## src/rtl/regbank_pkg.sv

```systemverilog
package regbank_pkg;
  typedef enum logic [1:0] {
    SRC_ZERO = 2'b00,
    SRC_IMM  = 2'b01,
    SRC_ALU  = 2'b10,
    SRC_MEM  = 2'b11
  } wsrc_e;
endpackage

```

## src/rtl/regbank_src_mux.sv

```systemverilog
module regbank_src_mux
  import regbank_pkg::*;
#(
  parameter int DATA_W = 8
) (
  input  wsrc_e              sel,
  input  logic [DATA_W-1:0]  imm,
  input  logic [DATA_W-1:0]  alu,
  input  logic [DATA_W-1:0]  mem,
  output logic [DATA_W-1:0]  src
);
  // Four-way choice of the value to be written into the bank.
  function automatic logic [DATA_W-1:0] pick_source(
    input wsrc_e s,
    input logic [DATA_W-1:0] i_v,
    input logic [DATA_W-1:0] a_v,
    input logic [DATA_W-1:0] m_v
  );
    unique case (s)
      SRC_ZERO: pick_source = '0;
      SRC_IMM:  pick_source = i_v;
      SRC_ALU:  pick_source = a_v;
      default:  pick_source = m_v;
    endcase
  endfunction

  always_comb src = pick_source(sel, imm, alu, mem);
endmodule

```

## src/rtl/regbank_wr_gate.sv

```systemverilog
module regbank_wr_gate #(
  parameter int NUM_REGS = 8
) (
  input  logic                strobe,
  input  logic [NUM_REGS-1:0] mask,
  output logic [NUM_REGS-1:0] load_vec
);
  // The strobe qualifies every mask bit, so bit i becomes the load enable of register i.
  function automatic logic [NUM_REGS-1:0] gate_mask(
    input logic s,
    input logic [NUM_REGS-1:0] m
  );
    gate_mask = m & {NUM_REGS{s}};
  endfunction

  always_comb load_vec = gate_mask(strobe, mask);
endmodule

```

## src/rtl/regbank_cell.sv

```systemverilog
module regbank_cell #(
  parameter int DATA_W = 8
) (
  input  logic              clk,
  input  logic              rst,
  input  logic              load,
  input  logic [DATA_W-1:0] d,
  output logic [DATA_W-1:0] q
);
  // Hold mux plus flop; reset takes priority over load.
  always_ff @(posedge clk) begin
    if (rst)       q <= '0;
    else if (load) q <= d;
  end
endmodule

```

## src/rtl/regbank_rd_mux.sv

```systemverilog
module regbank_rd_mux #(
  parameter int DATA_W   = 8,
  parameter int NUM_REGS = 8,
  parameter int IDX_W    = $clog2(NUM_REGS)
) (
  input  logic [NUM_REGS-1:0][DATA_W-1:0] regs,
  input  logic [IDX_W-1:0]                idx,
  output logic [DATA_W-1:0]               dout
);
  always_comb dout = regs[idx];
endmodule

```

## src/rtl/regbank_onehot.sv

```systemverilog
module regbank_onehot
  import regbank_pkg::*;
#(
  parameter int DATA_W   = 8,
  parameter int NUM_REGS = 8
) (
  input  logic                clk,
  input  logic                rst,
  input  logic                wr_strobe,
  input  logic [1:0]          src_sel,
  input  logic [DATA_W-1:0]   imm_data,
  input  logic [DATA_W-1:0]   alu_data,
  input  logic [DATA_W-1:0]   mem_data,
  input  logic [NUM_REGS-1:0] opnd_lo,
  output logic [DATA_W-1:0]   rd_data
);
  localparam int IDX_W = $clog2(NUM_REGS);

  // Internal events, named so the checker can observe them.
  wsrc_e                          sel_e;
  logic [DATA_W-1:0]              src_value;
  logic [NUM_REGS-1:0]            load_vec;
  logic [NUM_REGS-1:0][DATA_W-1:0] reg_q;
  logic [IDX_W-1:0]               rd_idx;

  assign sel_e  = wsrc_e'(src_sel);
  assign rd_idx = opnd_lo[IDX_W-1:0];

  regbank_src_mux #(.DATA_W(DATA_W)) u_src (
    .sel(sel_e), .imm(imm_data), .alu(alu_data), .mem(mem_data), .src(src_value)
  );

  regbank_wr_gate #(.NUM_REGS(NUM_REGS)) u_gate (
    .strobe(wr_strobe), .mask(opnd_lo), .load_vec(load_vec)
  );

  for (genvar g = 0; g < NUM_REGS; g++) begin : g_cell
    regbank_cell #(.DATA_W(DATA_W)) u_cell (
      .clk(clk), .rst(rst), .load(load_vec[g]), .d(src_value), .q(reg_q[g])
    );
  end

  regbank_rd_mux #(.DATA_W(DATA_W), .NUM_REGS(NUM_REGS), .IDX_W(IDX_W)) u_rd (
    .regs(reg_q), .idx(rd_idx), .dout(rd_data)
  );
endmodule

```

## config.mk

```make
export PLATFORM = sky130hd
export DESIGN_NAME = regbank_onehot
export DESIGN_NICKNAME = d
export VERILOG_FILES = /design/src/rtl/regbank_pkg.sv /design/src/rtl/regbank_src_mux.sv /design/src/rtl/regbank_wr_gate.sv /design/src/rtl/regbank_cell.sv /design/src/rtl/regbank_rd_mux.sv /design/src/rtl/regbank_onehot.sv
export SDC_FILE = /design/constraint.sdc
export NUM_CORES = 1
export LEC_CHECK = 0
export BUFFER_PORTS_ARGS = -buffer_cell sky130_fd_sc_hd__clkbuf_2
export CAP_MARGIN = 20
export CELL_PAD_IN_SITES_DETAIL_PLACEMENT = 0
export CELL_PAD_IN_SITES_GLOBAL_PLACEMENT = 2
export CORE_ASPECT_RATIO = 0.7
export CORE_UTILIZATION = 34
export CTS_CLUSTER_DIAMETER = 200
export DETAILED_ROUTE_END_ITERATION = 16
export GPL_TIMING_DRIVEN = 0
export HOLD_SLACK_MARGIN = 0.1
export PLACE_DENSITY = 0.81
export SETUP_SLACK_MARGIN = 0.1
export SKIP_CTS_REPAIR_TIMING = 1
export SYNTH_ARGS = -nofsm -noshare
export SYNTH_HDL_FRONTEND = slang
export SYNTH_HIERARCHICAL = 1
export SYNTH_SLANG_ARGS = --single-unit
```

## constraint.sdc

```tcl
create_clock -name clk -period 0.9 [get_ports clk]
set_input_delay 0 -clock clk [delete_from_list [all_inputs] [get_ports clk]]
set_output_delay 0 -clock clk [all_outputs]
set_load 0.005 [all_outputs]
```

=== Word level (Yosys, flattened, before mapping) ===
Cells that the tools add are included.

* Logic and storage cells: 16
* Register bits after elaboration: 64
* Input port bits: 37
* Output and inout port bits: 8

* Bitwise operators: 1
* Multiplexer cells: 3
* $lt $le $gt $ge: 1
* Reductions and logical operators: 1
* Eq/ne operators: 2

{| class="wikitable"
|+ Operators with widths
! operator !! count
|-
| 8-bit binary-select mux with 3-bit select || 1
|-
| 8-bit one-hot mux with 3 select lines || 1
|-
| 8-bit AND || 1
|-
| 8-bit 2-to-1 mux || 1
|-
| 3-bit by 4-bit less-than comparator with 1-bit output (second input constant) || 1
|-
| 2-bit by 1-bit equality test with 1-bit output (second input constant) || 1
|-
| 2-bit equality test (second input constant) || 1
|-
| 2-bit zero test || 1
|}

=== Logic depth before layout (Yosys ltp) ===
Gate-level depths: netlist (run 1).

* Depth after elaboration: 2
* Mapped depth: 6
* Mapped depth without buffers: 4

=== Cells and area by module ===
Netlist (run 1), hierarchy kept.

{| class="wikitable"
|+ By module, submodules not included
! module !! instances !! cells each !! area an instance (sq um) !! sequential area each (sq um)
|-
| regbank_cell || 8 || 26 || 285.3 || 160.2
|-
| regbank_rd_mux || 1 || 29 || 550.5 || 0.0
|-
| regbank_src_mux || 1 || 20 || 191.4 || 0.0
|-
| regbank_wr_gate || 1 || 8 || 50.0 || 0.0
|}

=== Least setup slack after synthesis (run 1) ===
OpenSTA, ideal clock, no wires.

* Kind: input -> output
* From: in opnd_lo[0]
* To: out rd_data[1]
* Path buffers: 2
* Path slack: -142 ps
* Arrival: 1042 ps
* Cell stages on the path: 4
* Required time: 900 ps
* Cells stage by stage: buf_6 > buf_12 > mux4_1 > mux2_2

* Cells in the longest elaborated chain, start to end: 2

{| class="wikitable"
|+ Ends and longest elaborated chain
! item !! RTL line !! RTL
|-
| start, declared || regbank_onehot.sv:14 || <nowiki>input logic [NUM_REGS-1:0] opnd_lo,</nowiki>
|-
| 8-bit binary-select mux with 3-bit select || regbank_rd_mux.sv:10 || <nowiki>always_comb dout = regs[idx];</nowiki>
|-
| 8-bit 2-to-1 mux (implied by the code) || regbank_rd_mux.sv:10 ||
|-
| end, declared || regbank_onehot.sv:15 || <nowiki>output logic [DATA_W-1:0] rd_data</nowiki>
|}

No other way between the ends. The select of a mux whose other input is x is not followed.

=== Final worst setup path (run 1) ===
* From: reg g_cell[5].u_cell.q[4]
* To: out rd_data[4]

* Cells in the longest elaborated chain, start to end: 2

{| class="wikitable"
|+ Ends and longest elaborated chain
! item !! RTL line !! RTL
|-
| start, declared || regbank_cell.sv:8 || <nowiki>output logic [DATA_W-1:0] q</nowiki>
|-
| start signal, assigned || regbank_cell.sv:12 || <nowiki>if (rst) q <= '0;</nowiki>
|-
| start signal, assigned || regbank_cell.sv:13 || <nowiki>else if (load) q <= d;</nowiki>
|-
| 8-bit binary-select mux with 3-bit select || regbank_rd_mux.sv:10 ||
|-
| 8-bit 2-to-1 mux (implied by the code) || regbank_rd_mux.sv:10 ||
|}

No other way between the ends. The select of a mux whose other input is x is not followed.

==> Flow_metrics.wiki, run 1 <==
{| class="wikitable"
! Metric !! Value
|-
| Detailed-route wire length per cell || between 15 and 20 um
|-
| Count of antenna-violating nets left after detailed routing || 0
|-
| Endpoints failing setup || 8
|-
| Hold Path End || g_cell[6].u_cell/q[4]
|-
| Crit start category || flop
|-
| Terminus of the critical flop-to-flop path || g_cell[0].u_cell/q[6]
|-
| XOR/XNOR share of the synthesized area || 0%
|-
| Reg-to-reg slack, setup || 0.28 ns
|-
| Synthesized flop and latch total || 64
|-
| Clk pin slew, worst setup/hold paths || 0.05 ns
|-
| Post-synthesis sequential area ratio || 41.7%
|-
| Clock latency reported for the late side of the worst-skew pair || ~0.32 ns
|-
| Complex-gate fraction of the synthesized area || 2.28%
|-
| Simple logic cell fraction of the synthesized area || around a tenth
|-
| Via total after detailed routing || 2058
|-
| Worst setup path class || flop to output port
|-
| Die extent in y || 81.6 um
|-
| Root buffer selected by CTS || sky130_fd_sc_hd__clkbuf_16
|-
| Total congestion overflow || 0
|-
| Max-Cap Viols || 0
|-
| Power density over cell area || 1950 mW/mm^2
|-
| Largest registers || g_cell.u_cell/q x64
|-
| Pin count of the biggest net entering global routing || 11
|-
| Initial standard-cell utilization of the core || 35.7%
|-
| Post-synthesis share of cell area spent on full adders, half adders and majority gates || 0%
|-
| Number of antenna violations at the first check in global routing || 0
|-
| Final total power || 0.00748 W
|-
| Hold/Removal Path Class || input pin to flop
|-
| TritonCTS Buffers || 9
|-
| Cells along the critical path || mux4_2 -> mux2_4 -> clkbuf_2
|-
| Hold_ws || 0.0499 ns
|-
| Largest fanout on the critical path || 2
|-
| Post-layout minimum cycle time || 1.52 ns
|-
| Run status || complete, but fails checks
|-
| Worst slew margin || between 50 and 60%
|-
| Post-synthesis cell type count || 15
|-
| Syn. warnings || 6
|-
| Critical-path cell with the highest stage delay || sky130_fd_sc_hd__mux4_2
|-
| WP data arrival || around 1.5 ns
|-
| Filler Cells Inserted || 834
|-
| Hold Path Origin || rst
|-
| Max-slew violation count || 0
|-
| Buffer levels on the longest clock path || 2
|-
| Portion of the clock cycle consumed by the worst path in the final layout || 168%
|-
| Layout cells sized above 1 || 36.0%
|-
| Number of diodes || 0
|-
| Post-Syn Nets || 302
|-
| LEAKAGE || 1.61 nW
|-
| Die outline width || about 120 um
|-
| First-pass iteration count of the detailed router || 4
|-
| Vias in the first global route || 2076
|-
| Port Buffer Count || 41
|-
| Proportion of synthesized area in mux cells || 40.4%
|-
| Number of sinks handled by clock tree synthesis || 64
|-
| Sequential cell fraction of total power || 40.5%
|-
| Area of the core || 0.00862 mm^2
|-
| Failing checks || negative setup slack
|-
| Flip-flop count of the largest register, all copies and words added || 64
|-
| Clock tree from TritonCTS || built
|-
| Clock network fraction of total power || 46.3%
|-
| Relative contribution of combinational cells to total power || a little over an eighth
|-
| Worst Tran Pin Value || just over 0.7 ns
|-
| Synthesized area || 0.00307 mm^2
|-
| Post-route cell area || 0.00384 mm^2
|-
| Largest incremental delay on the critical path || 0.48 ns
|-
| Setup skew after layout || 0 ns
|-
| Largest Register || g_cell.u_cell/q
|-
| Total Nets Final || 354
|-
| Main combinational cell family by area after synthesis || multiplexers
|-
| Via-per-instance ratio || roughly 4.7
|-
| Number of failing hold endpoints at the final stage || 0
|-
| Worst Setup SP || g_cell[5].u_cell/q[4]
|-
| Setup slack after layout || -0.615 ns
|-
| Final weighted congestion in routability-driven placement || between 0.7 and 0.8
|-
| Total Wirelength || 7100 um
|-
| Wire length of the first global-routing pass || 11400 um
|-
| Unrepaired setup endpoints after global routing || yes
|-
| Path depth of the worst reg2reg path || 2
|-
| Post-synthesis to final-layout area growth || 24.9%
|-
| I/O Pins || between 40 and 50
|-
| CTS H-tree depth || 3
|-
| # rows || 28
|-
| DIE AREA || ~0.0094 mm^2
|-
| Total routing usage reported by global routing || between 10% and 20%
|-
| Place WS || -0.453 ns
|-
| Net switching share of the total power || around 23%
|-
| Average cell area after synthesis || roughly 12 um^2
|-
| Largest vdd supply drop || 1.31 mV
|-
| Origin of the critical flop-to-flop path || g_cell[0].u_cell/q[6]
|-
| Commonest non-fill, non-tap cells in the layout || sky130_fd_sc_hd__mux2i_1 (64), sky130_fd_sc_hd__nor2_1 (64), sky130_fd_sc_hd__dfxtp_1 (58)
|-
| Internal power contribution || 0.00577 W
|-
| Drc violations || 0
|-
| Cell depth of the worst hold path || 2
|-
| Net switching power figure || 0.00171 W
|-
| Critical Path Sink Type || output port
|-
| Sum of net half-perimeters after detailed placement || around 5100 um
|-
| Synthesized instance count || 265
|-
| Cell area after placement || around 0.0035 mm^2
|-
| Final cell count without fillers || 442
|-
| Data required time of the critical path || 0.90 ns
|-
| Initial drt markers || 65
|-
| Cell count after placement || 426
|-
| Highest clock rate || roughly 660 MHz
|}
-- layer usage --
metal  global-route usage [%]  share of wire [%]  up-vias
met5                        0                  0        -
li1                         -                  -     1034
met1                     24.5                 51      974
met4                     6.15               0.55        0
met2                     24.4                 42       46
met3                     4.65                6.5        4
-- cells by family (layout without fill, tap and decap cells) --
logic type / count (synthesis) / in the layout
and+or+nand+nor: 73 / 73
muxes: 96 / 96
AOI/OAI and AO/OA: 8 / 8
buffers and inverters: 24 / 81
DFF: 64 / 64
-- power groups by stage --
stage	combinational [W]	sequential, W	clock [W]
floorplan	0.000728	0.00306	0
global placement	0.000979	0.00308	0
detailed placement	0.000990	0.00308	0
CTS	0.000994	0.00302	0.00355
global route	0.00107	0.00304	0.00369
finish	0.000983	0.00303	0.00346
-- metrics by stage --
step	setup TNS [ns]	util (%)
floorplan	-5.20	-
global placement	-12.64	40.9
detailed placement	-13.63	40.9
CTS	-4.92	44.4
global route	-5.10	44.6
finish	-4.80	44.6
-- worst max-delay path: cells and delay by family (launching register included) --
kind,cells,cell delay [ns]
buffers and inverters,1,0.11
multiplexers,2,0.77
flip-flops,1,0.31
-- area by class of cell --
cell class              count  area [um^2]  area share [%]
plain buffers              24          219            5.70
repair buffers             41          205            5.34
multi-input cells         177         1680            43.7
clock inverters             3         40.0            1.04
well taps                 120          150            3.91
flip-flops and latches     64         1290            33.6
clock buffers              13          260            6.78
-- worst max path at each step --
stage	cells after the start	to
after floorplan	2	rd_data[0]
after global placement	6	rd_data[1]
after detailed placement	6	rd_data[1]
after CTS	3	rd_data[4]
after global routing	3	rd_data[4]
final	3	rd_data[4]
-- synth_stat cells (all sizes together) --
cell type / instances / area (um^2)
dfxtp: 64 / 1280
mux2i: 64 / 641
nor2: 64 / 240
buf: 23 / 181
mux2: 16 / 184
mux4: 16 / 417
a22o: 8 / 70.1
and2: 8 / 50.1
clkbuf: 1 / 3.75
nor2b: 1 / 6.26
Note: power is estimated with default switching activity, not from simulation.
==> inputs of run 2 (changes only) <==
--- a/config.mk
+++ b/config.mk
@@ -10,15 +10,14 @@
 export CELL_PAD_IN_SITES_DETAIL_PLACEMENT = 0
 export CELL_PAD_IN_SITES_GLOBAL_PLACEMENT = 2
 export CORE_ASPECT_RATIO = 0.7
-export CORE_UTILIZATION = 34
+export CORE_UTILIZATION = 33
 export CTS_CLUSTER_DIAMETER = 200
 export DETAILED_ROUTE_END_ITERATION = 16
 export GPL_TIMING_DRIVEN = 0
 export HOLD_SLACK_MARGIN = 0.1
-export PLACE_DENSITY = 0.81
+export PLACE_DENSITY = 0.82
 export SETUP_SLACK_MARGIN = 0.1
 export SKIP_CTS_REPAIR_TIMING = 1
 export SYNTH_ARGS = -nofsm -noshare
 export SYNTH_HDL_FRONTEND = slang
-export SYNTH_HIERARCHICAL = 1
 export SYNTH_SLANG_ARGS = --single-unit
==> Flow_metrics.wiki, run 2 <==
{| class="wikitable"
! Metric !! Value
|-
| Run status || complete, but fails checks
|-
| Failing checks || negative setup slack
|-
| Total Nets Final || around 380
|-
| Commonest non-fill, non-tap cells in the layout || sky130_fd_sc_hd__nor2_1 (64), sky130_fd_sc_hd__a211oi_1 (61), sky130_fd_sc_hd__dfxtp_1 (55)
|-
| Max-slew violation count || 0
|-
| CTS H-tree depth || 3
|-
| Drc violations || 0
|-
| Endpoints failing setup || 8
|-
| Total Wirelength || 8030 um
|-
| Largest registers || g_cell.u_cell.q x64
|-
| Origin of the critical flop-to-flop path || g_cell[7].u_cell.q[1]
|-
| Post-synthesis sequential area ratio || 43.1%
|-
| Hold_ws || between 0.15 and 0.2 ns
|-
| Top cells by area, synth || sky130_fd_sc_hd__dfxtp_1 (43%), sky130_fd_sc_hd__a211oi_1 (16%), sky130_fd_sc_hd__mux4_1 (11%)
|-
| Root buffer selected by CTS || sky130_fd_sc_hd__clkbuf_16
|-
| Final weighted congestion in routability-driven placement || ~0.77
|-
| Number of diodes || 0
|-
| Data required time of the critical path || about 0.90 ns
|-
| First-pass iteration count of the detailed router || 4
|-
| Synthesized instance count || around 280
|-
| Clock tree from TritonCTS || built
|-
| Setup slack after layout || -0.625 ns
|-
| Syn. warnings || 0
|-
| Power density over cell area || 2020 mW/mm^2
|-
| Net switching power figure || 0.00191 W
|-
| Pin count of the biggest net entering global routing || 11
|-
| Post-Syn Nets || 316
|-
| TritonCTS Buffers || 9
|-
| Buffer levels on the longest clock path || 2
|-
| Wire length of the first global-routing pass || 12600 um
|-
| Total routing usage reported by global routing || between 10% and 20%
|-
| Initial standard-cell utilization of the core || between 30% and 40%
|-
| Max-Cap Viols || 0
|-
| Worst setup path class || flop to output port
|-
| Vias in the first global route || between 2000 and 2500
|-
| Place WS || -0.469 ns
|-
| Worst Tran Pin Value || ~0.31 ns
|-
| Post-synthesis to final-layout area growth || 33.6%
|-
| Total congestion overflow || 0
|-
| Largest vdd supply drop || 0.992 mV
|-
| Met1 demand-to-capacity share in global routing || 26.3%
|-
| Area of the core || ~0.0086 mm^2
|-
| Critical Path Sink Type || output port
|-
| Die outline width || about 120 um
|-
| Clk pin slew, worst setup/hold paths || roughly 0.06 ns
|-
| Sequential cell fraction of total power || 39.0%
|-
| Layer carrying the most global-route usage || met2
|-
| Unrepaired setup endpoints after global routing || yes
|-
| Biggest area consumer among synthesized cells || sky130_fd_sc_hd__dfxtp_1
|-
| Global Route met2 Usage || 27.8%
|-
| Path depth of the worst reg2reg path || 2
|-
| Reg-to-reg slack, setup || 0.19 ns
|-
| Highest clock rate || 656 MHz
|-
| Number of failing hold endpoints at the final stage || 0
|-
| Hold Path Origin || mem_data[0]
|-
| DIE AREA || 0.00939 mm^2
|-
| Via-per-instance ratio || 5.00
|-
| Internal power contribution || roughly 0.0061 W
|-
| Terminus of the critical flop-to-flop path || g_cell[7].u_cell.q[1]
|-
| Met3 layer usage reported by global route || 5.97%
|-
| Most frequent standard cell in the layout excluding fill and tap cells || sky130_fd_sc_hd__nor2_1
|-
| Relative contribution of combinational cells to total power || 15.1%
|-
| Cell count after placement || ~440
|-
| # rows || 28
|-
| Average cell area after synthesis || 10.7 um^2
|-
| Port Buffer Count || 39
|-
| Hold/Removal Path Class || input pin to flop
|-
| Most used flip-flop cell after synthesis || sky130_fd_sc_hd__dfxtp_1
|-
| Sum of net half-perimeters after detailed placement || about 5700 um
|-
| Largest fanout on the critical path || 2
|-
| WP data arrival || 1.53 ns
|-
| Detailed-route wire length per cell || 17.1 um
|-
| Synthesized area || 0.00297 mm^2
|-
| Final Core Density || 46.3%
|-
| Largest Register || g_cell.u_cell.q
|-
| Final cell count without fillers || 469
|-
| Hold Path End || g_cell[3].u_cell.q[0]
|-
| Cell depth of the worst hold path || 4
|-
| Die extent in y || slightly above 80 um
|-
| Clock network fraction of total power || 45.8%
|-
| LEAKAGE || 1.60 nW
|-
| Number of sinks handled by clock tree synthesis || 64
|-
| Number of antenna violations at the first check in global routing || 0
|-
| Post-layout minimum cycle time || 1.53 ns
|-
| Layout cells sized above 1 || 43.3%
|-
| Synthesized flop and latch total || 64
|-
| Synth top area share || between 40% and 50%
|-
| Count of antenna-violating nets left after detailed routing || 0
|-
| Crit start category || flop
|-
| Clock latency reported for the late side of the worst-skew pair || between 0.3 and 0.4 ns
|-
| Accumulated negative setup slack || -4.81 ns
|-
| Initial drt markers || 124
|-
| Share of flip-flops with an asynchronous set or reset after synthesis || 0%
|-
| Post-synth EDFFs || 0
|-
| Commonest cells in the synthesized netlist || sky130_fd_sc_hd__a211oi_1 (64), sky130_fd_sc_hd__dfxtp_1 (64), sky130_fd_sc_hd__nor2_1 (64), sky130_fd_sc_hd__buf_2 (14), sky130_fd_sc_hd__mux2_2 (14)
|-
| Net switching share of the total power || 23.9%
|-
| Portion of the clock cycle consumed by the worst path in the final layout || 169%
|-
| Worst slew margin || 79.1%
|-
| Flip-flop count of the largest register, all copies and words added || 64
|-
| Via total after detailed routing || 2344
|-
| Setup skew after layout || 0 ns
|-
| I/O Pins || 45
|-
| Post-synthesis cell type count || 17
|}
[run 2: cell types whose count changed after synthesis, sizes merged]
cell | before | now
a211oi | 0 | 64
mux2i | 64 | 0
clkbuf | 1 | 11
a21oi | 0 | 8
a22o | 8 | 0
and3b | 0 | 8
buf | 23 | 20
nor2b | 1 | 0
[run 2: power groups by stage]
stage          Sequential (W)  Combinational [W]  Clock, W
2_1_floorplan         0.00315           0.000800         0
3_3_place_gp          0.00317            0.00108         0
3_5_place_dp          0.00318            0.00110         0
4_1_cts               0.00312            0.00110   0.00375
5_1_grt               0.00315            0.00132   0.00387
6_report              0.00313            0.00121   0.00367
[run 2: worst max-delay path by stage]
stage / to / cells after the start / slack, ns / startpoint
3_5_place_dp: g_cell[0].u_cell.q[7] / 5 / -0.47 / src_sel[1]
5_1_grt: rd_data[1] / 3 / -0.66 / g_cell[5].u_cell.q[1]
6_report: rd_data[1] / 3 / -0.63 / g_cell[5].u_cell.q[1]
2_1_floorplan: rd_data[0] / 2 / -0.11 / g_cell[5].u_cell.q[0]
4_1_cts: rd_data[1] / 3 / -0.64 / g_cell[5].u_cell.q[1]
3_3_place_gp: g_cell[0].u_cell.q[7] / 5 / -0.44 / src_sel[1]
[run 2: kinds of logic after synthesis]
| family | synth area share (%) |
|---|---|
| buffers and inverters | 5.77 |
| AND/OR/NAND/NOR | 12.1 |
| multiplexers | 20.0 |
| flip-flops | 43.1 |
| AO/OA/AOI/OAI | 19.0 |
[run 2: cell type report]
cell class	count	area (um^2)
Multi-Input combinational cell	184	1580
Fill cell	835	4610
Sequential cell	64	1290
Clock buffer	14	284
Buffer	31	303
Clock inverter	2	35.0
Tap cell	120	150
Timing Repair Buffer	54	323
[run 2: per-layer routing]
metal,vias to the layer above,part of all wire (%)
met5,-,0
met4,0,0.60
met3,4,5.1
met2,44,43
met1,1131,51
li1,1165,-
[run 2: critical path, cell delays in order, from the launching register on]
cell and delay, ns:
sky130_fd_sc_hd__dfxtp_1 0.31, sky130_fd_sc_hd__mux4_2 0.47, sky130_fd_sc_hd__mux2_4 0.29, sky130_fd_sc_hd__clkbuf_2 0.12
[run 2: stage by stage]
stage | total power, W | cell area (um^2)
after global placement | 0.00426 | 3420
after detailed placement | 0.00428 | 3420
final | 0.00801 | 3970
after floorplan | 0.00395 | 3070
after global routing | 0.00834 | 3970
after CTS | 0.00797 | 3730
==> inputs of run 3 (changes only) <==
--- a/config.mk
+++ b/config.mk
@@ -16,6 +16,7 @@
 export GPL_TIMING_DRIVEN = 0
 export HOLD_SLACK_MARGIN = 0.1
 export PLACE_DENSITY = 0.82
+export REMOVE_ABC_BUFFERS = 1
 export SETUP_SLACK_MARGIN = 0.1
 export SKIP_CTS_REPAIR_TIMING = 1
 export SYNTH_ARGS = -nofsm -noshare
==> Flow_metrics.wiki, run 3 (synthesis results as in run 2) <==
{| class="wikitable"
! Metric !! Value
|-
| Run status || complete, but fails checks
|-
| Failing checks || negative setup slack
|-
| Setup skew after layout || 0 ns
|-
| Clock tree from TritonCTS || built
|-
| Detailed-route wire length per cell || 16.4 um
|-
| # rows || 28
|-
| TritonCTS Buffers || 9
|-
| Worst setup path class || flop to output port
|-
| Port Buffer Count || 44
|-
| Max-slew violation count || 0
|-
| Largest vdd supply drop || 0.709 mV
|-
| Wire length of the first global-routing pass || 11300 um
|-
| Final weighted congestion in routability-driven placement || 0.702
|-
| Clk pin slew, worst setup/hold paths || 0.05 ns
|-
| Clock network fraction of total power || 43.6%
|-
| Critical Path Sink Type || output port
|-
| Commonest non-fill, non-tap cells in the layout || sky130_fd_sc_hd__nor2_1 (64), sky130_fd_sc_hd__a211oi_1 (64), sky130_fd_sc_hd__dfxtp_1 (56)
|-
| Total routing usage reported by global routing || between 10% and 20%
|-
| Cell area after placement || approximately 0.0032 mm^2
|-
| Count of antenna-violating nets left after detailed routing || 0
|-
| Buffer levels on the longest clock path || 2
|-
| Total Wirelength || roughly 7100 um
|-
| Clock latency reported for the late side of the worst-skew pair || about 0.32 ns
|-
| Endpoints failing setup || 8
|-
| I/O Pins || 45
|-
| Pin count of the biggest net entering global routing || 40
|-
| Sequential cell fraction of total power || between 40 and 50%
|-
| Die outline width || 115 um
|-
| Cell count after placement || 413
|-
| Number of sinks handled by clock tree synthesis || 64
|-
| Highest clock rate || 668 MHz
|-
| Area of the core || 0.00858 mm^2
|-
| Via-per-instance ratio || 5.03
|-
| Largest incremental delay on the critical path || 0.48 ns
|-
| Flip-flop count of the largest register, all copies and words added || 64
|-
| Sum of net half-perimeters after detailed placement || between 4000 and 5000 um
|-
| Worst Tran Pin Value || approximately 0.5 ns
|-
| Post-synthesis to final-layout area growth || 19.7%
|-
| Internal power contribution || 0.00558 W
|-
| Number of failing hold endpoints at the final stage || 0
|-
| Portion of the clock cycle consumed by the worst path in the final layout || 166%
|-
| Initial standard-cell utilization of the core || roughly a third
|-
| Layout cells sized above 1 || between 30 and 40%
|-
| Die extent in y || ~80 um
|-
| Via total after detailed routing || 2162
|-
| Unrepaired setup endpoints after global routing || yes
|-
| Number of antenna violations at the first check in global routing || 0
|-
| Largest fanout on the critical path || 2
|-
| Largest registers || g_cell.u_cell.q x64
|-
| Net switching share of the total power || 23.9%
|-
| Power density over cell area || 2060 mW/mm^2
|-
| LEAKAGE || between 1 and 1.5 nW
|-
| Relative contribution of combinational cells to total power || between 10% and 20%
|-
| Post-layout minimum cycle time || roughly 1.5 ns
|-
| Worst slew margin || 67.1%
|-
| Final Core Density || between 40% and 50%
|-
| Largest Register || g_cell.u_cell.q
|-
| Initial drt markers || 114
|-
| Data required time of the critical path || 0.90 ns
|-
| Net switching power figure || 0.00175 W
|-
| Final total power || 0.00733 W
|-
| Vias in the first global route || 2140
|-
| Cells along the critical path || mux4_2 -> mux2_2 -> clkbuf_2
|-
| Filler Cells Inserted || 864
|-
| CTS H-tree depth || 3
|-
| Final cell count without fillers || 430
|-
| Number of diodes || 0
|-
| Crit start category || flop
|-
| Hold/Removal Path Class || input pin to flop
|-
| Total Nets Final || ~340
|-
| Critical-path cell with the highest stage delay || sky130_fd_sc_hd__mux4_2
|-
| Root buffer selected by CTS || sky130_fd_sc_hd__clkbuf_16
|-
| Setup slack after layout || -0.598 ns
|-
| First-pass iteration count of the detailed router || 4
|-
| Post-route cell area || 0.00356 mm^2
|-
| WP data arrival || 1.50 ns
|-
| Drc violations || 0
|-
| Max-Cap Viols || 0
|-
| Total congestion overflow || 0
|-
| DIE AREA || 0.00939 mm^2
|}
-- run 3: worst paths after layout --
| path | startpoint | cells past startpoint | slack, ns | to |
|---|---|---|---|---|
| min | rst | 2 | 0.23 | g_cell[0].u_cell.q[1] |
| max | g_cell[5].u_cell.q[6] | 3 | -0.60 | rd_data[6] |
| min reg2reg | g_cell[7].u_cell.q[2] | 2 | 0.49 | g_cell[7].u_cell.q[2] |
| max reg2reg | g_cell[1].u_cell.q[2] | 2 | 0.20 | g_cell[1].u_cell.q[2] |
-- run 3: layer usage --
layer	GRT usage (%)	vias to the layer above	wire length, um
met5	0	-	0
met4	5.06	0	74
met3	4.85	8	393
met2	25.5	53	2990
met1	22.1	1019	3610
li1	-	1082	-
-- run 3: area by class of cell --
class                           count  area (um^2)  area share [%]
Clock buffer                       14          274            7.70
Timing Repair Buffer               48          294            8.27
Sequential cell                    64         1290            36.3
Tap cell                          120          150            4.22
Multi-Input combinational cell    184         1550            43.5
-- run 3: power by group through the flow --
stage          Clock [W]  Combinational (W)  Sequential, W
2_1_floorplan          0           0.000567        0.00314
3_3_place_gp           0           0.000897        0.00317
3_5_place_dp           0           0.000924        0.00317
4_1_cts          0.00326           0.000928        0.00312
5_1_grt          0.00335            0.00111        0.00315
6_report         0.00319            0.00100        0.00313
-- run 3: stage by stage --
step                hold WS (ns)  setup slack (ns)  TNS (ns)
floorplan                 0.0728            -0.137     -1.03
finish                     0.230            -0.598     -4.66
global placement           0.482            -0.608    -36.30
CTS                        0.224            -0.644    -14.93
global route               0.256            -0.640     -5.00
detailed placement         0.490            -0.619    -36.22
-- run 3: worst max-delay path, delay by kind of cell, from the launching register on --
kind / cells / cell delay [ns]
muxes: 2 / 0.75
buffers and inverters: 1 / 0.11
DFF: 1 / 0.31
